--- config.mk ---
export PLATFORM = sky130hd
export DESIGN_NAME = adc_seq_ctrl
export DESIGN_NICKNAME = d
export VERILOG_FILES = /design/src/rtl/adc_seq_pkg.sv /design/src/rtl/adc_trig_front.sv /design/src/rtl/adc_phase_cnt.sv /design/src/rtl/adc_seq_fsm.sv /design/src/rtl/adc_seq_ctrl.sv
export SDC_FILE = /design/constraint.sdc
export NUM_CORES = 1
export LEC_CHECK = 0
export ABC_AREA = 1
export BUFFER_PORTS_ARGS = -buffer_cell sky130_fd_sc_hd__buf_2
export CAP_MARGIN = 20
export CORE_MARGIN = 8
export CORE_UTILIZATION = 45
export CTS_CLUSTER_DIAMETER = 30
export DETAILED_ROUTE_END_ITERATION = 16
export PLACE_DENSITY = 0.66
export SETUP_SLACK_MARGIN = 0.3
export SLEW_MARGIN = 20
export SYNTH_ARGS = -nofsm -noshare
export SYNTH_HDL_FRONTEND = slang
export SYNTH_HIERARCHICAL = 1
export SYNTH_SLANG_ARGS = --single-unit
--- constraint.sdc ---
create_clock -name clk_i -period 2.3 [get_ports clk_i]
set_input_delay 0.115 -clock clk_i [delete_from_list [all_inputs] [get_ports clk_i]]
set_output_delay 0.115 -clock clk_i [all_outputs]
set_load 0.02 [all_outputs]
--- src/rtl/adc_seq_pkg.sv ---
package adc_seq_pkg;
  typedef enum logic [2:0] {
    ST_IDLE,
    ST_WARM,
    ST_SAMPLE,
    ST_CONV,
    ST_CMP
  } seq_state_e;
endpackage

--- src/rtl/adc_trig_front.sv ---
module adc_trig_front #(
  parameter int unsigned NUM_SRC     = 4,
  parameter int unsigned SYNC_STAGES = 2,
  localparam int unsigned SEL_W      = $clog2(NUM_SRC)
) (
  input  logic               clk_i,
  input  logic               rst_ni,
  input  logic [NUM_SRC-1:0] src_i,
  input  logic [SEL_W-1:0]   sel_i,
  input  logic               inv_i,
  output logic               lvl_o,
  output logic               rise_o
);
  logic                   raw;
  logic [SYNC_STAGES-1:0] sync_q;
  logic                   prev_q;

  assign raw = src_i[sel_i] ^ inv_i;

  always_ff @(posedge clk_i or negedge rst_ni) begin
    if (!rst_ni) begin
      sync_q <= '0;
      prev_q <= 1'b0;
    end else begin
      sync_q <= {sync_q[SYNC_STAGES-2:0], raw};
      prev_q <= sync_q[SYNC_STAGES-1];
    end
  end

  assign lvl_o  = sync_q[SYNC_STAGES-1];
  assign rise_o = lvl_o & ~prev_q;
endmodule

--- src/rtl/adc_phase_cnt.sv ---
module adc_phase_cnt #(
  parameter int unsigned W = 8
) (
  input  logic         clk_i,
  input  logic         rst_ni,
  input  logic         en_i,
  input  logic         clr_i,
  output logic [W-1:0] cnt_o
);
  always_ff @(posedge clk_i or negedge rst_ni) begin
    if (!rst_ni)    cnt_o <= '0;
    else if (clr_i) cnt_o <= '0;
    else if (en_i)  cnt_o <= cnt_o + 1'b1;
  end
endmodule

--- src/rtl/adc_seq_fsm.sv ---
module adc_seq_fsm
  import adc_seq_pkg::*;
#(
  parameter int unsigned CNT_W       = 8,
  parameter int unsigned CONV_CYCLES = 11,
  parameter int unsigned SAMP_LEN0   = 4,
  parameter int unsigned SAMP_LEN1   = 8,
  parameter int unsigned SAMP_LEN2   = 16,
  parameter int unsigned SAMP_LEN3   = 64
) (
  input  logic             clk_i,
  input  logic             rst_ni,
  input  logic             rise_i,
  input  logic             lvl_i,
  input  logic             pulse_mode_i,
  input  logic [1:0]       samp_len_i,
  input  logic [CNT_W-1:0] cnt_i,
  output logic             cnt_clr_o,
  output logic             cnt_en_o,
  output logic             samp_en_o,
  output logic             conv_o,
  output logic             cmp_o,
  output logic             busy_o,
  output logic             done_o
);
  seq_state_e       state_q, state_d;
  logic             mode_q;
  logic [1:0]       len_q;
  logic [CNT_W-1:0] len_last;
  logic             samp_end;
  logic             done_q;

  always_comb begin
    unique case (len_q)
      2'd0:    len_last = CNT_W'(SAMP_LEN0 - 1);
      2'd1:    len_last = CNT_W'(SAMP_LEN1 - 1);
      2'd2:    len_last = CNT_W'(SAMP_LEN2 - 1);
      default: len_last = CNT_W'(SAMP_LEN3 - 1);
    endcase
  end

  // extended mode: window closes when synchronized trigger drops
  assign samp_end = mode_q ? (cnt_i == len_last) : !lvl_i;

  always_comb begin
    state_d = state_q;
    unique case (state_q)
      ST_IDLE:   if (rise_i) state_d = ST_WARM;
      ST_WARM:   state_d = ST_SAMPLE;
      ST_SAMPLE: if (samp_end) state_d = ST_CONV;
      ST_CONV:   if (cnt_i == CNT_W'(CONV_CYCLES - 1)) state_d = ST_CMP;
      ST_CMP:    state_d = ST_IDLE;
      default:   state_d = ST_IDLE;
    endcase
  end

  always_ff @(posedge clk_i or negedge rst_ni) begin
    if (!rst_ni) begin
      state_q <= ST_IDLE;
      mode_q  <= 1'b0;
      len_q   <= 2'd0;
      done_q  <= 1'b0;
    end else begin
      state_q <= state_d;
      done_q  <= (state_q == ST_CMP);
      if (state_q == ST_IDLE && rise_i) begin
        mode_q <= pulse_mode_i;
        len_q  <= samp_len_i;
      end
    end
  end

  assign cnt_clr_o = (state_d != state_q);
  assign cnt_en_o  = (state_q != ST_IDLE);
  assign samp_en_o = (state_q == ST_SAMPLE);
  assign conv_o    = (state_q == ST_CONV);
  assign cmp_o     = (state_q == ST_CMP);
  assign busy_o    = (state_q != ST_IDLE);
  assign done_o    = done_q;
endmodule

--- src/rtl/adc_seq_ctrl.sv ---
module adc_seq_ctrl #(
  parameter int unsigned NUM_TIMERS  = 3,
  parameter int unsigned SYNC_STAGES = 2,
  parameter int unsigned CONV_CYCLES = 11,
  parameter int unsigned SAMP_LEN0   = 4,
  parameter int unsigned SAMP_LEN1   = 8,
  parameter int unsigned SAMP_LEN2   = 16,
  parameter int unsigned SAMP_LEN3   = 64,
  localparam int unsigned NUM_SRC    = NUM_TIMERS + 1,
  localparam int unsigned SEL_W      = $clog2(NUM_SRC),
  localparam int unsigned MAX_CNT    = (SAMP_LEN3 > CONV_CYCLES) ? SAMP_LEN3 : CONV_CYCLES,
  localparam int unsigned CNT_W      = $clog2(MAX_CNT) + 1
) (
  input  logic                  clk_i,
  input  logic                  rst_ni,
  input  logic                  sw_start_i,
  input  logic [NUM_TIMERS-1:0] timer_trig_i,
  input  logic [SEL_W-1:0]      trig_sel_i,
  input  logic                  trig_inv_i,
  input  logic                  pulse_mode_i,
  input  logic [1:0]            samp_len_i,
  output logic                  samp_en_o,
  output logic                  conv_o,
  output logic                  cmp_o,
  output logic                  busy_o,
  output logic                  done_o,
  output logic                  core_en_o,
  output logic                  osc_en_o
);
  logic             trig_lvl, trig_rise;
  logic             cnt_clr, cnt_en;
  logic [CNT_W-1:0] cnt;

  adc_trig_front #(
    .NUM_SRC    (NUM_SRC),
    .SYNC_STAGES(SYNC_STAGES)
  ) u_front (
    .clk_i (clk_i),
    .rst_ni(rst_ni),
    .src_i ({timer_trig_i, sw_start_i}),
    .sel_i (trig_sel_i),
    .inv_i (trig_inv_i),
    .lvl_o (trig_lvl),
    .rise_o(trig_rise)
  );

  adc_phase_cnt #(.W(CNT_W)) u_cnt (
    .clk_i (clk_i),
    .rst_ni(rst_ni),
    .en_i  (cnt_en),
    .clr_i (cnt_clr),
    .cnt_o (cnt)
  );

  adc_seq_fsm #(
    .CNT_W      (CNT_W),
    .CONV_CYCLES(CONV_CYCLES),
    .SAMP_LEN0  (SAMP_LEN0),
    .SAMP_LEN1  (SAMP_LEN1),
    .SAMP_LEN2  (SAMP_LEN2),
    .SAMP_LEN3  (SAMP_LEN3)
  ) u_fsm (
    .clk_i       (clk_i),
    .rst_ni      (rst_ni),
    .rise_i      (trig_rise),
    .lvl_i       (trig_lvl),
    .pulse_mode_i(pulse_mode_i),
    .samp_len_i  (samp_len_i),
    .cnt_i       (cnt),
    .cnt_clr_o   (cnt_clr),
    .cnt_en_o    (cnt_en),
    .samp_en_o   (samp_en_o),
    .conv_o      (conv_o),
    .cmp_o       (cmp_o),
    .busy_o      (busy_o),
    .done_o      (done_o)
  );

  // core and oscillator run only while a sequence is active
  assign core_en_o = busy_o;
  assign osc_en_o  = busy_o;
endmodule

==> impl_metrics.toml, run 1 <==
[sta]
hold-worst-slack_ns = 0.0175
post-route-period-util_pct = 76.3
fin_crit_ns = 1.75
fmax_mhz = 570
fin_skew_ns = 0.00128
setup_viol = 0
rsz0062_at_grt = "no"
slew_viol_final = 0
hold_violations = 0
slew_headroom_pct = 74.6
worst_slew_pin_slew_ns = 0.381
tns_ns = 0

[place]
placed_area_mm2 = 0.00108
io_buffers = 18
hpwl_um = 1610
gp_congestion = 0.860

[floorplanning]
fp-row-count = 17
die_w_um = 62.7
initial_core_util_pct = 46.2
dieArea_mm2 = 0.00393
io-pin-count = 19
coreArea_mm2 = 0.00213
fp.dieH_um = 62.7

[layout]
fin_nets = 168
design_area_mm2 = 0.00113
layout-drive-gt1-share_pct = 27.3
fillers = 211
area_growth_pct = 15.0
n_antenna_cell = 0
fin_util_pct = 53.1
layout_common_cells = "40 x nand2_1, 18 x buf_2, 17 x inv_1, 17 x dfrtp_1, 13 x nor2_1"
layout_commonest_cell = "nand2_1"

[power]
p_switching_uw = 446
cellLeakagePower_nw = 0.600
combPwrFrac_pct = 40.4
switching_share_pct = 42.8
p_seq_share_pct = 44.0
power_frac_clock_pct = 15.6
p_per_area_mw_per_mm2 = 922
ir_drop_mv = 0.577
p_total_mw = 1.04
internal-power_uw = 595

[global_routing]
overflow = 0
grt_max_degree = 18
grt.met1_usage_pct = 13.4
busiest_layer = "met2"
grtUsageMet2_pct = 17.5
grt_use_met3_pct = 2.15
grt_usage_pct = 10.9
grt_pass1_vias = 844
grt_pass1_wl_um = 3550
antenna_found_initial = 0

[synthesis]
syn_area_um2 = 982
synth_top_area_share_pct = 43.3
synth_cells = 133
yosysSeqAreaShare_pct = 43.3
ys_ff_latch = 17
synth.avg_cell_area_um2 = 7.38
ys_types = 20
synth_area_leader_cell = "dfrtp_1"
netlist_top_cells_area = "dfrtp_1 43%, nand2_1 15%, inv_1 6.5%, nand3_1 5.1%, nor2_1 5.0%"
yosysWarnings = 6
synthesis.nets = 146

[flow_run]
drv_cap = 0

[critical_path]
reg2regPathDepth = 11
critical_path_class = "flip-flop to flip-flop"
critPathCaptureType = "flip-flop"
path_max_fanout = 6
r2r_start = "u_cnt/cnt_o[3]"
worstPathArrival_ns = 1.95
crit_path_start_kind = "flip-flop"
cp.required_ns = 2.50
startpoint = "u_cnt/cnt_o[3]"

[drt]
drt-total-wl_um = 2020
route.antenna.remaining_nets = 0
drtPass1Iterations = 4
drt_iter0_drc = 22
drt-vias-per-instance = 4.69
wire_per_inst_um = 11.1
num_vias = 854
drc = 0

[cts]
ctsResizeCount = 0
clk_path_buf_depth = 2
cts.htree.levels = 1
clk_latency_ns = 0.30
cts_tree = "yes"
clock-root-buffer = "clkbuf_4"
path_clk_slew_ns = 0.10
cts_sinks = 17
cts_buffers = 3

[status]
status = "complete, no violations"

[worst_hold_path]
hold_class = "input pin to flip-flop"
hold_depth = 3
hold_start = "samp_len_i[0]"
-- per-layer routing --
| layer | routed length [um] | vias to the layer above |
|---|---|---|
| met5 | 0 | - |
| met4 | 48 | 0 |
| met3 | 87 | 5 |
| met2 | 912 | 21 |
| met1 | 972 | 378 |
| li1 | - | 450 |
-- area by class of cell --
type	count	area (um2)	share of cell area, %
Multi-Input combinational cell	92	455	40.3
Sequential cell	17	425	37.7
Timing Repair Buffer	20	108	9.52
Inverter	21	78.8	6.98
Tap cell	28	35.0	3.10
Clock buffer	3	22.5	1.99
Clock inverter	1	5.00	0.443
-- per-stage QoR --
stage	setup WS (ns)	std cells
after detailed placement	0.510	176
after global placement	0.513	176
after floorplan	0.397	133
final	0.545	182
after CTS	0.494	181
after global routing	0.320	182
-- synth_stat cells, drive strengths merged --
| cell | n |
|---|---|
| a21oi | 6 |
| buf | 3 |
| dfrtp | 17 |
| ha | 1 |
| inv | 21 |
| nand2 | 42 |
| nand3 | 13 |
| nand3b | 1 |
| nor2 | 20 |
| nor3 | 4 |
| o21ai | 4 |
| or2 | 1 |
-- power by group through the flow --
stage               Sequential [mW]  Clock, mW  Combinational [mW]
floorplan                     0.441          0               0.339
global placement              0.463          0               0.421
detailed placement            0.464          0               0.423
CTS                           0.457      0.169               0.426
global route                  0.467      0.177               0.491
finish                        0.458      0.163               0.421
-- critical path, cell delays in order, from the launching register on --
cell     delay, ns
dfrtp_1       0.46
inv_1         0.09
nor3_1        0.13
nand3_1       0.13
a21oi_2       0.18
nand2_2       0.08
nand2_1       0.07
nand3_2       0.09
nor2_4        0.17
inv_2         0.07
a21oi_1       0.14
nor2_1        0.06
-- cell families (layout without fill, tap and decap cells) --
| group | after synthesis | count (layout) | synth area share, % |
|---|---|---|---|
| AOI/OAI and AO/OA | 10 | 10 | 5.48 |
| and+or+nand+nor | 81 | 81 | 39.6 |
| adders and majority gates | 1 | 1 | 1.27 |
| DFF | 17 | 17 | 43.3 |
| buffers and inverters | 24 | 45 | 10.3 |
-- final timing paths --
check	to	slack, ns
max	u_cnt/cnt_o[3]	0.55
min reg2reg	u_front/sync_q[1]	0.36
max reg2reg	u_cnt/cnt_o[3]	0.55
min in group asynchronous	u_fsm/len_q[0]	0.26
max in group asynchronous	u_cnt/cnt_o[6]	1.77
min	u_fsm/len_q[0]	0.02
-- timing repair --
action / 4_1_cts / 5_1_grt
setup endpoints to repair: 0 / 2
buffers inserted: 0 / 1
hold endpoints to repair: 17 / 0
hold buffers: 1 / 0
-- state kept, by name (all words and copies together) (netlist names) --
signal and cells:
u_fsm/len_q 2, u_front/sync_q 2, u_fsm/done_o 1, u_cnt/cnt_o 7
u_front/prev_q 1, u_fsm/mode_q 1, u_fsm/state_q 3
Power figures use the tool's default switching activity.
==> run 2: changes to the inputs <==
==> constraint.sdc (replaced) <==
create_clock -name clk_i -period 1.7 [get_ports clk_i]
set_input_delay 0.085 -clock clk_i [delete_from_list [all_inputs] [get_ports clk_i]]
set_output_delay 0.085 -clock clk_i [all_outputs]
set_load 0.02 [all_outputs]
==> run 2 against run 1 <==
The flow now finishes with violations (setup timing). Utilization grew 9.8 points. Design area grew 18%. Wire length increased by 18%. Global-route usage grew 1.0 points. Critical path type unchanged. Largest cell class unchanged.
==> impl_metrics.toml, run 2 (synthesis gave the netlist of run 1 again) <==
[power]
ir_drop_mv = 0.631
p_per_area_mw_per_mm2 = 1220
switching_share_pct = 43.0
p_switching_uw = 702
combPwrFrac_pct = 48.1
power_frac_clock_pct = 13.3
cellLeakagePower_nw = 0.694
p_total_mw = 1.63
p_seq_share_pct = 38.6
internal-power_uw = 928

[layout]
final_cells = 197
layout_common_cells = "37 x nand2_1, 16 x buf_2, 14 x inv_1"
reg_top3 = "u_cnt/cnt_o (7), u_fsm/state_q (3)"
layout-drive-gt1-share_pct = 43.2
n_antenna_cell = 0
fillers = 185
multi_input_area_um2 = 520
seq_area_um2 = 432
largest_reg_flops = 7
layout_commonest_cell = "nand2_1"
top_register = "u_cnt/cnt_o"
area_growth_pct = 36.3
fin_nets = 183

[global_routing]
grt_usage_pct = 11.9
grt_pass1_vias = 899
grt_pass1_wl_um = 3860
grt_max_degree = 18
overflow = 0
antenna_found_initial = 0

[worst_hold_path]
hold-path-endpoint = "u_fsm/len_q[1]"
hold_start = "samp_len_i[1]"
hold_depth = 3
hold_class = "input pin to flip-flop"

[cts]
clk_latency_ns = 0.28
cts_tree = "yes"
cts_buffers = 3
clock-root-buffer = "clkbuf_4"
cts_sinks = 17
path_clk_slew_ns = 0.10
cts.htree.levels = 1
clk_path_buf_depth = 2

[drt]
drtPass1Iterations = 4
drt-total-wl_um = 2390
route.antenna.remaining_nets = 0
drc = 0
num_vias = 939
drt_iter0_drc = 22
wire_per_inst_um = 12.1
drt-vias-per-instance = 4.77

[status]
status = "finished with violations"
violations = "setup timing"

[sta]
fin_crit_ns = 1.74
setup_viol = 2
fmax_mhz = 576
layout_setup_ws_ns = -0.0375
hold_violations = 0
worst_slew_pin_slew_ns = 0.401
fin_skew_ns = 0.00186
post-route-period-util_pct = 102
rsz0062_at_grt = "yes"
slew_viol_final = 0
slew_headroom_pct = 73.3

[place]
place_inst = 180
hpwl_um = 1690
gp_congestion = 0.757
io_buffers = 18

[floorplanning]
dieArea_mm2 = 0.00393
coreArea_mm2 = 0.00213
fp.dieH_um = 62.7
fp-row-count = 17
die_w_um = 62.7
io-pin-count = 19
initial_core_util_pct = 46.2

[critical_path]
reg2regPathDepth = 15
critical_path_class = "flip-flop to flip-flop"
crit_path_start_kind = "flip-flop"
r2r-end = "u_cnt/cnt_o[3]"
r2r_start = "u_fsm/len_q[1]"
worstPathArrival_ns = 1.96
critPathCaptureType = "flip-flop"
cp.required_ns = 1.92
rrSetupSlack_ns = -0.04
path_max_fanout = 5

[flow_run]
drv_cap = 0
-- run 2: cell count changes in the layout (fill, tap and decap cells not counted), moves of 3 or more --
cell / previous run / this run
buf_4: 1 / 13
dfrtp_1: 17 / 12
dfrtp_2: 0 / 5
inv_1: 17 / 14
inv_2: 4 / 7
nand2_1: 40 / 37
-- run 2: metal layers --
layer  global-route usage, %  wire length (um)
met5                       0                 0
met4                    5.13                17
met3                    3.41               146
met2                    20.1              1210
met1                    13.7              1010
-- run 2: repair_timing --
item / in CTS / in global routing
setup endpoints to repair: 10 / 10
resized for setup: 7 / 13
pin swaps: 14 / 10
hold buffers: 3 / 0
hold endpoints to repair: 19 / 0
buffers inserted: 5 / 5
-- run 2: power groups by stage --
stage	Clock, mW	Combinational, mW	Sequential (mW)
floorplan	0	0.473	0.610
global placement	0	0.608	0.627
detailed placement	0	0.627	0.633
CTS	0.226	0.698	0.625
global route	0.246	0.878	0.642
finish	0.217	0.784	0.629
-- run 2: through the flow --
| stage | TNS [ns] | setup slack [ns] | utilization [%] | hold slack, ns | area, um2 |
|---|---|---|---|---|---|
| 2_1_floorplan | 0 | 0.115 | - | -0.211 | 1020 |
| 5_1_grt | -0.589 | -0.162 | 62.9 | 0.0137 | 1340 |
| 3_5_place_dp | -0.0127 | -0.0127 | 54.2 | 0.0376 | 1150 |
| 3_3_place_gp | 0 | 0.0186 | 54.2 | 0.0277 | 1150 |
| 4_1_cts | 0 | 0.00295 | 59.1 | 0.00411 | 1260 |
| 6_report | -0.0416 | -0.0375 | 62.9 | 0.00977 | 1340 |
-- run 2: cell type report --
cell class                 count  share of cell area [%]
sequential                    17                    32.2
clock inverter                 1                   0.374
tap                           28                    2.62
multi-input combinational     92                    38.9
inverter                      21                    5.89
clock buffer                   3                    1.68
timing repair buffer          35                    18.3
-- run 2: how the worst max path moves through the flow --
| stage | from | to | cells past startpoint |
|---|---|---|---|
| 2_1_floorplan | u_fsm/state_q[1] | u_cnt/cnt_o[4] | 9 |
| 3_3_place_gp | u_cnt/cnt_o[4] | u_cnt/cnt_o[3] | 13 |
| 3_5_place_dp | u_cnt/cnt_o[5] | u_cnt/cnt_o[3] | 11 |
| 4_1_cts | u_cnt/cnt_o[4] | u_cnt/cnt_o[3] | 13 |
| 5_1_grt | u_fsm/len_q[1] | u_cnt/cnt_o[3] | 15 |
| 6_report | u_fsm/len_q[1] | u_cnt/cnt_o[3] | 15 |
-- run 2: critical path: stages (launching register included) --
cell and delay, ns:
dfrtp_2 0.45, nand2_2 0.09, inv_1 0.04, nand2_1 0.05
nand2_1 0.05, nand3_1 0.08, nand2_1 0.09, nand2_2 0.09
nand2_2 0.07, nand2_2 0.09, nand3_4 0.07, nor2_4 0.16
inv_2 0.09, nand3_2 0.08, nand2_1 0.06, nor2_2 0.12
==> run 3: changes to the inputs <==
--- a/config.mk
+++ b/config.mk
@@ -9,10 +9,10 @@
 export BUFFER_PORTS_ARGS = -buffer_cell sky130_fd_sc_hd__buf_2
 export CAP_MARGIN = 20
 export CORE_MARGIN = 8
-export CORE_UTILIZATION = 45
+export CORE_UTILIZATION = 50
 export CTS_CLUSTER_DIAMETER = 30
 export DETAILED_ROUTE_END_ITERATION = 16
-export PLACE_DENSITY = 0.66
+export PLACE_DENSITY = 0.72
 export SETUP_SLACK_MARGIN = 0.3
 export SLEW_MARGIN = 20
 export SYNTH_ARGS = -nofsm -noshare
==> run 3 against run 2 <==
The run now ends clean. Register-to-register slack better by 0.06 ns. Sequential power down 2%. Flip-flop and latch count unchanged. Non-clock buffer count up 5. Clock power about the same. Total power down 1.1%. Design area up 2.9%. Via count up 2.4%. First-iteration DRC count up 55%. Clock skew up 0.0031 ns.
==> impl_metrics.toml, run 3 (synthesis gave the netlist of run 1 again) <==
[layout]
multi_input_area_um2 = 518
seq_area_um2 = 429
layout_commonest_cell = "nand2_1"
layout_common_cells = "37 x nand2_1, 17 x buf_2, 15 x buf_4"
area_growth_pct = 40.3
layout-drive-gt1-share_pct = 43.1
top_register = "u_cnt/cnt_o"
fin_util_pct = 72.4
fin_nets = 188
n_antenna_cell = 0
reg_top3 = "u_cnt/cnt_o (7), u_fsm/state_q (3)"
largest_reg_flops = 7
fillers = 153

[cts]
clock-root-buffer = "clkbuf_4"
path_clk_slew_ns = 0.10
cts_buffers = 3
cts.htree.levels = 1
cts_sinks = 17
clk_path_buf_depth = 2
cts_tree = "yes"
clk_latency_ns = 0.29

[place]
io_buffers = 18
hpwl_um = 1560
pre_cts_ws_ns = 0.0409
gp_congestion = 0.838

[critical_path]
reg2regPathDepth = 10
r2r_start = "u_cnt/cnt_o[2]"
crit_cells = 10
path_cells = "nor3_2 -> nand3_1 -> a21oi_2 -> nand2_2 -> nand2_2 -> nand3_4 -> nor2_4 -> inv_2 -> a21oi_2 -> nor2_1"
cp.required_ns = 1.89
path_max_fanout = 4
cp-endpoint = "u_cnt/cnt_o[3]"
rrSetupSlack_ns = 0.02
cp_slowest_stage_delay_ns = 0.42
critPathCaptureType = "flip-flop"
worstPathArrival_ns = 1.86
r2r-end = "u_cnt/cnt_o[3]"
crit_path_start_kind = "flip-flop"
startpoint = "u_cnt/cnt_o[2]"
critical_path_class = "flip-flop to flip-flop"
path_buf_inv = 1
critical_path.top_delay_family = "simple AND/OR/NAND/NOR gates"
cpMaxStageDelayCell = "dfrtp_1"

[power]
p_per_area_mw_per_mm2 = 1170
ir_drop_mv = 0.803
p_total_mw = 1.61
cellLeakagePower_nw = 0.711

[floorplanning]
initial_core_util_pct = 51.6
io-pin-count = 19
coreArea_mm2 = 0.00190
dieArea_mm2 = 0.00364
die_w_um = 60.3
fp.dieH_um = 60.3
fp-row-count = 16

[worst_hold_path]
hold_depth = 4
hold_class = "input pin to flip-flop"

[sta]
hold-worst-slack_ns = 0.123
rsz0062_at_grt = "yes"
fin_skew_ns = 0.00500
layout_setup_ws_ns = 0.0214
fmax_mhz = 596
slew_viol_final = 0
hold_violations = 0
fin_crit_ns = 1.68
slew_headroom_pct = 74.4
setup_viol = 0
post-route-period-util_pct = 98.7
tns_ns = 0
worst_slew_pin_slew_ns = 0.385

[global_routing]
antenna_found_initial = 0
grt_usage_pct = 13.6
overflow = 0
grt_pass1_wl_um = 3770
grt_max_degree = 18
grt_pass1_vias = 930

[drt]
wire_per_inst_um = 11.5
drt-total-wl_um = 2310
drt_iter0_drc = 34
drt-vias-per-instance = 4.79
drtPass1Iterations = 4
route.antenna.remaining_nets = 0
drc = 0
num_vias = 962

[flow_run]
drv_cap = 0

[status]
status = "complete, no violations"
[run 3: cell types whose count changed in the layout (fill, tap and decap cells not counted), sizes merged]
cell / previous run / this run
buf: 32 / 35
dlygate4sd3: 3 / 5
[run 3: worst min path at each step]
stage,endpoint,slack (ns),startpoint
floorplan,u_cnt/cnt_o[0],-0.21,rst_ni
detailed placement,u_fsm/done_o,0.03,rst_ni
global placement,u_fsm/state_q[1],0.02,rst_ni
finish,u_front/sync_q[0],0.12,trig_sel_i[1]
CTS,u_front/sync_q[0],0.12,trig_sel_i[1]
global route,u_front/sync_q[0],0.17,trig_sel_i[1]
[run 3: area by class of cell]
type                            instances  area share (%)
Clock buffer                            3            1.63
Inverter                               21            5.72
Clock inverter                          1           0.363
Tap cell                               27            2.45
Timing Repair Buffer                   40            21.1
Multi-Input combinational cell         92            37.6
Sequential cell                        17            31.2
[run 3: worst min-delay path: stages]
cell	delay, ns
buf_2	0.09
nand3_1	0.09
nand3_1	0.08
nand2_1	0.05
[run 3: per-layer routing]
| metal | track usage (%) | wire [um] | up-vias |
|---|---|---|---|
| met5 | 0 | 0 | - |
| met4 | 5.44 | 12 | 0 |
| met3 | 3.87 | 116 | 2 |
| met2 | 22.3 | 1210 | 21 |
| met1 | 16.3 | 969 | 445 |
| li1 | - | - | 494 |
[run 3: power by group]
group	switching (mW)	internal, mW	total [mW]
Combinational	0.445	0.338	0.783
Clock	0.128	0.0874	0.215
Sequential	0.110	0.504	0.614
[run 3: timing repair]
item	in CTS	in global routing
hold buffers	5	0
pin swaps	6	5
buffers inserted	5	7
gates cloned	0	0
endpoints found under the setup margin	10	10
resized for setup	5	11
endpoints found under the hold margin	21	0
[run 3: per-stage QoR]
stage,instances,area [um2]
5_1_grt,201,1380
6_report,201,1380
3_3_place_gp,180,1160
4_1_cts,194,1280
2_1_floorplan,133,1020
3_5_place_dp,180,1160
